[src/rtl/ntree_pkg.sv]
package ntree_pkg;
  // control-to-datapath strobes
  typedef struct packed {
    logic testSel;  // 1: pin carries tree output
    logic pipeClr;  // 1: mode not yet captured, hold pipeline cleared
  } ctrlStrobes_t;
endpackage

[src/rtl/ntree_mode_ctrl.sv]
module ntree_mode_ctrl
  import ntree_pkg::*;
(
  input  logic         clk,
  input  logic         porN,
  input  logic         modePin,
  output ctrlStrobes_t strb
);
  logic captured;
  logic modeQ;

  // one-shot capture on first edge after reset release
  always_ff @(posedge clk or negedge porN) begin
    if (!porN) begin
      captured <= 1'b0;
      modeQ    <= 1'b0;
    end else if (!captured) begin
      captured <= 1'b1;
      modeQ    <= modePin;
    end
  end

  always_comb begin
    strb.testSel = modeQ;
    strb.pipeClr = ~captured;
  end
endmodule

[src/rtl/ntree_chain_dpath.sv]
module ntree_chain_dpath
  import ntree_pkg::*;
#(
  parameter int NUM_IN    = 6,
  parameter int DELAY_CYC = 4
) (
  input  logic              clk,
  input  logic              porN,
  input  ctrlStrobes_t      strb,
  input  logic [NUM_IN-1:0] treeIn,    // index 0 nearest the output
  input  logic              normalPin,
  output logic              pinOut
);
  localparam int LAST = NUM_IN - 1;

  logic [NUM_IN-1:0]    stage;
  logic [DELAY_CYC-1:0] dly;

  // linear chain: farthest input feeds stage 0 with its other leg tied high
  assign stage[0] = ~(1'b1 & treeIn[LAST]);
  for (genvar k = 1; k < NUM_IN; k++) begin : g_chain
    assign stage[k] = ~(treeIn[LAST-k] & stage[k-1]);
  end

  // propagation delay model
  if (DELAY_CYC == 1) begin : g_dly1
    always_ff @(posedge clk or negedge porN) begin
      if (!porN)             dly <= '0;
      else if (strb.pipeClr) dly <= '0;
      else                   dly <= stage[LAST];
    end
  end else begin : g_dlyN
    always_ff @(posedge clk or negedge porN) begin
      if (!porN)             dly <= '0;
      else if (strb.pipeClr) dly <= '0;
      else                   dly <= {dly[DELAY_CYC-2:0], stage[LAST]};
    end
  end

  assign pinOut = strb.testSel ? dly[DELAY_CYC-1] : normalPin;
endmodule

[src/rtl/ntree_top.sv]
module ntree_top
  import ntree_pkg::*;
#(
  parameter int NUM_VID   = 4,
  parameter int DELAY_CYC = 4
) (
  input  logic               clk,
  input  logic               porN,
  input  logic               modePin,
  input  logic               sdaIn,
  input  logic               sclIn,
  input  logic [NUM_VID-1:0] vidIn,
  input  logic               normalPin,
  output logic               pinOut
);
  localparam int NUM_IN = NUM_VID + 2;

  ctrlStrobes_t      strb;
  logic [NUM_IN-1:0] treeIn;

  assign treeIn = {vidIn, sclIn, sdaIn};

  ntree_mode_ctrl uCtrl (
    .clk     (clk),
    .porN    (porN),
    .modePin (modePin),
    .strb    (strb)
  );

  ntree_chain_dpath #(
    .NUM_IN    (NUM_IN),
    .DELAY_CYC (DELAY_CYC)
  ) uDpath (
    .clk       (clk),
    .porN      (porN),
    .strb      (strb),
    .treeIn    (treeIn),
    .normalPin (normalPin),
    .pinOut    (pinOut)
  );
endmodule

[config.mk]
export PLATFORM = sky130hd
export DESIGN_NAME = ntree_top
export DESIGN_NICKNAME = d
export VERILOG_FILES = /design/src/rtl/ntree_pkg.sv /design/src/rtl/ntree_mode_ctrl.sv /design/src/rtl/ntree_chain_dpath.sv /design/src/rtl/ntree_top.sv
export SDC_FILE = /design/constraint.sdc
export NUM_CORES = 1
export LEC_CHECK = 0
export ABC_CLOCK_PERIOD_IN_PS = 2200
export BUFFER_PORTS_ARGS = -buffer_cell sky130_fd_sc_hd__buf_2
export CAP_MARGIN = 20
export CORE_AREA = 2 2 39 41
export DETAILED_ROUTE_END_ITERATION = 8
export DIE_AREA = 0 0 41 43
export GPL_TIMING_DRIVEN = 0
export SLEW_MARGIN = 15
export SYNTH_ARGS = -nofsm -noshare
export SYNTH_HDL_FRONTEND = slang
export SYNTH_HIERARCHICAL = 1
export SYNTH_SLANG_ARGS = --single-unit
[constraint.sdc]
create_clock -name clk -period 2.2 [get_ports clk]
set_input_delay 0.22 -clock clk [delete_from_list [all_inputs] [get_ports clk]]
set_output_delay 0.22 -clock clk [all_outputs]
set_load 0.01 [all_outputs]
# Word level (Yosys, flattened, before mapping)
# Cells that the tools add are included.
[totals] register_bits=6 word_cells=16
[classes] bitwise=11 muxes=2
[op_table] op="inverter 1 bit" n=6
[op_table] op="AND 1 bit" n=5
[op_table] op="2-to-1 mux 4 bit" n=1
[op_table] op="2-to-1 mux 1 bit" n=1

# Logic depth before layout (Yosys ltp)
[depth] word_depth=12 depth_mapped=3

# By module
# Netlist, hierarchy kept.
[by_module_without_submodules] mod="ntree_chain_dpath" area_each_um2=161.4 n_inst=1 cells_per_inst=12
[by_module_without_submodules] mod="ntree_mode_ctrl" area_each_um2=80.1 n_inst=1 cells_per_inst=6

# Worst setup path after synthesis
# OpenSTA, ideal clock, no wires.
[synth_timing] kind="flip-flop to output port" start="reg uCtrl.modeQ" end="out pinOut" n_path_buf=1 path_slack_ns=1.221 t_required_ns=1.980 stages_incl_launch_ff=3 t_arrival_ns=0.759 path_cell_list="dfrtp_1 -> buf_4 -> mux2_2"
[synth_between] elab_chain_len=1
[synth_rtl] item="from (decl)" line="ntree_mode_ctrl.sv:10" text="logic modeQ;"
[synth_rtl] item="from (signal assigned)" line="ntree_mode_ctrl.sv:19" text="modeQ <= modePin;"
[synth_rtl] item="2-to-1 mux 1 bit" line="ntree_chain_dpath.sv:40" text="assign pinOut = strb.testSel ? dly[DELAY_CYC-1] : normalPin;"
[synth_rtl] item="to (decl)" line="ntree_top.sv:14" text="output logic pinOut"
# Every way passes these cells.

# Worst setup path after layout
# Same ends and word-level chain as after synthesis.

==> impl_metrics.ini <==
[outcome]
status = finished, final reports clean

[synth]
synth-simple-area-share = 0.135
synth_top_family_by_area = simple AND/OR/NAND/NOR gates
synth_cell_type_count = 10
synthesis.nets = 28
ys_seq_area_frac = 0.622
synth-compound-area-share = 0.0570
synth_area_leaders = dfrtp_1 62%, nor2b_1 7.8%, mux2_4 6.2%
synth-seq-cells = 6
yosys-mux-area-fraction = 0.109
synth_top_area_frac = 0.622
syn_inst = 18
synth_xor_area_frac = 0
yosysWarnings = 6
syn-cell-area_sq_um = 241
synth_top_cell_by_area = dfrtp_1
yosys.area_share.adder = 0
synth.avg_cell_area_sq_um = 13.4

[routing]
wl_per_cell_um = 8.25
drt-vias-per-instance = 3.77
drc_errors = 0
dr_total_vias = 181
wl_um = 396
first_pass_iters = 1
drt_iter0_markers = 0
drtAntennaViolNets = 0

[min_path]
worstHoldEndpoint = uDpath/dly[0]$_DFF_PN0_
hold_path.class = in2reg
hp-start = vidIn[0]
hold_depth = 2

[power]
power.total_uw = 246
cellLeakagePower_nw = 0.183
peakVddDrop_mv = 0.232
powerDensity_nw_per_um2 = 716

[worst_setup_path]
critical_path_class = reg2out
cp_max_fo = 2
worstSetupEndpointType = output port
required_ns = 1.98
cp_cell_sequence = buf_4, mux2_2, buf_2
reg2regPathDepth = 1
r2r_setup_slack_ns = 1.39
reg2reg_from = uCtrl/captured$_DFF_PN0_
slowest_stage = dfrtp_1
slowest_delay_ns = 0.34
start_kind = register
crit_arrival_ns = 1.13
r2r_end = uCtrl/modeQ$_DFFE_PN0N_

[sta]
fin_setup_tns_ns = 0
setup_slack_ns = 0.846
rsz0062_at_grt = false
fmax_ghz = 0.738
fin_crit_ns = 1.35
finalHoldViolCount = 0
period_share = 0.616
skew_ns = 0.00201
final_max_slew_viol_count = 0
setup_viol = 0

[clock_network]
cts_tree = done
cts_htree_levels = 1
cts_buffers = 3
clk_path_buf_depth = 2
clk_pin_slew_ns = 0.04
clock_latency_ns = 0.24
clock_sinks = 6
cts-root-buf = clkbuf_4

[layout]
fillers = 150
drive_above_1_share = 0.531
nets = 44
insertedDiodeCount = 0
multiInputGateArea_sq_um = 76.3
area_delta_synth_final_pct = 42.5
regArea_sq_um = 150

[grt]
grtUsageTotal = 0.0646
grt_pass1_wl_um = 683
grt_pass1_vias = 176
antenna_found_initial = 0
gr-total-overflow = 0
grt_max_degree = 7

[die]
rows = 14
ioPinCount = 11
die_h_um = 43
start_util = 0.175
die_x_um = 41
die_area_sq_um = 1760
core_area_sq_um = 1380

[placement]
dp_slack_ns = 1.09
port_buffers = 10
place_congestion = 0.553

[job]
maxCapViolCount = 0
[where the power goes]
group	switching, mW	internal, mW
combinational	0.0103	0.0181
clock	0.0370	0.0615
sequential	0.00245	0.117
total	0.0498	0.196
[final cells by class]
class,count,share of cell area
Inverter,2,0.0218
Clock buffer,3,0.0655
Sequential cell,6,0.436
Tap cell,16,0.0582
Timing Repair Buffer,11,0.175
Buffer,1,0.0218
Multi-Input combinational cell,9,0.222
[flip-flops by register name (all words and copies together), names as in the netlist]
register        count
uCtrl/captured      1
uCtrl/modeQ         1
uDpath/dly          4
[synthesized netlist by cell type]
library cell,count
mux2_4,1
mux2_2,1
inv_1,2
nor2b_4,1
o21ai_1,1
a311oi_1,1
nor2b_1,3
dfrtp_1,6
buf_4,1
conb_1,1
[cell families after synthesis]
group                  Yosys count
AND/OR/NAND/NOR                  4
other                            1
flip-flops                       6
AO/OA/AOI/OAI                    2
multiplexers                     2
buffers and inverters            3
[cell usage in the layout, fill, tap and decap left out]
master and count:
buf_2 10, dfrtp_1 6, clkbuf_4 3, nor2b_1 3, inv_1 2, dlygate4sd3_1 1
mux2_4 1, buf_4 1, conb_1 1, o21ai_1 1, nor2b_4 1, a311oi_1 1
mux2_2 1
[per-layer routing]
layer	wire length [um]	GRT usage	part of all wire
met3	62	0.0628	0.16
met1	155	0.0623	0.39
met5	0	0	0
met4	0	0.0400	0
met2	178	0.0844	0.45
[what timing repair did]
action                                  CTS  global route
endpoints found under the setup margin    0             0
resized for setup                         0             0
buffers inserted                          0             0
hold buffers                              1             0
endpoints found under the hold margin     6             0
[worst max path at each step]
stage	from	to	slack, ns	depth (start not counted)
after floorplan	uCtrl/modeQ$_DFFE_PN0N_	pinOut	1.22	2
after global placement	uCtrl/modeQ$_DFFE_PN0N_	pinOut	1.11	3
after detailed placement	uCtrl/modeQ$_DFFE_PN0N_	pinOut	1.09	3
after CTS	uCtrl/modeQ$_DFFE_PN0N_	pinOut	0.82	3
after global routing	uCtrl/modeQ$_DFFE_PN0N_	pinOut	0.78	3
final	uCtrl/modeQ$_DFFE_PN0N_	pinOut	0.85	3
[critical path, delay by kind of cell, from the launching register on]
| kind | cells | cell delay [ns] |
|---|---|---|
| flops | 1 | 0.34 |
| mux | 1 | 0.31 |
| buf+inv | 2 | 0.25 |
[through the flow]
step	instance area, sq um	utilization	hold WS (ns)	instances
after floorplan	241	-	-0.0756	18
after global placement	312	0.225	0.0493	44
after detailed placement	312	0.225	0.0504	44
after CTS	344	0.249	0.156	48
after global routing	344	0.249	0.147	48
final	344	0.249	0.160	48
Power figures use the tool's default switching activity.
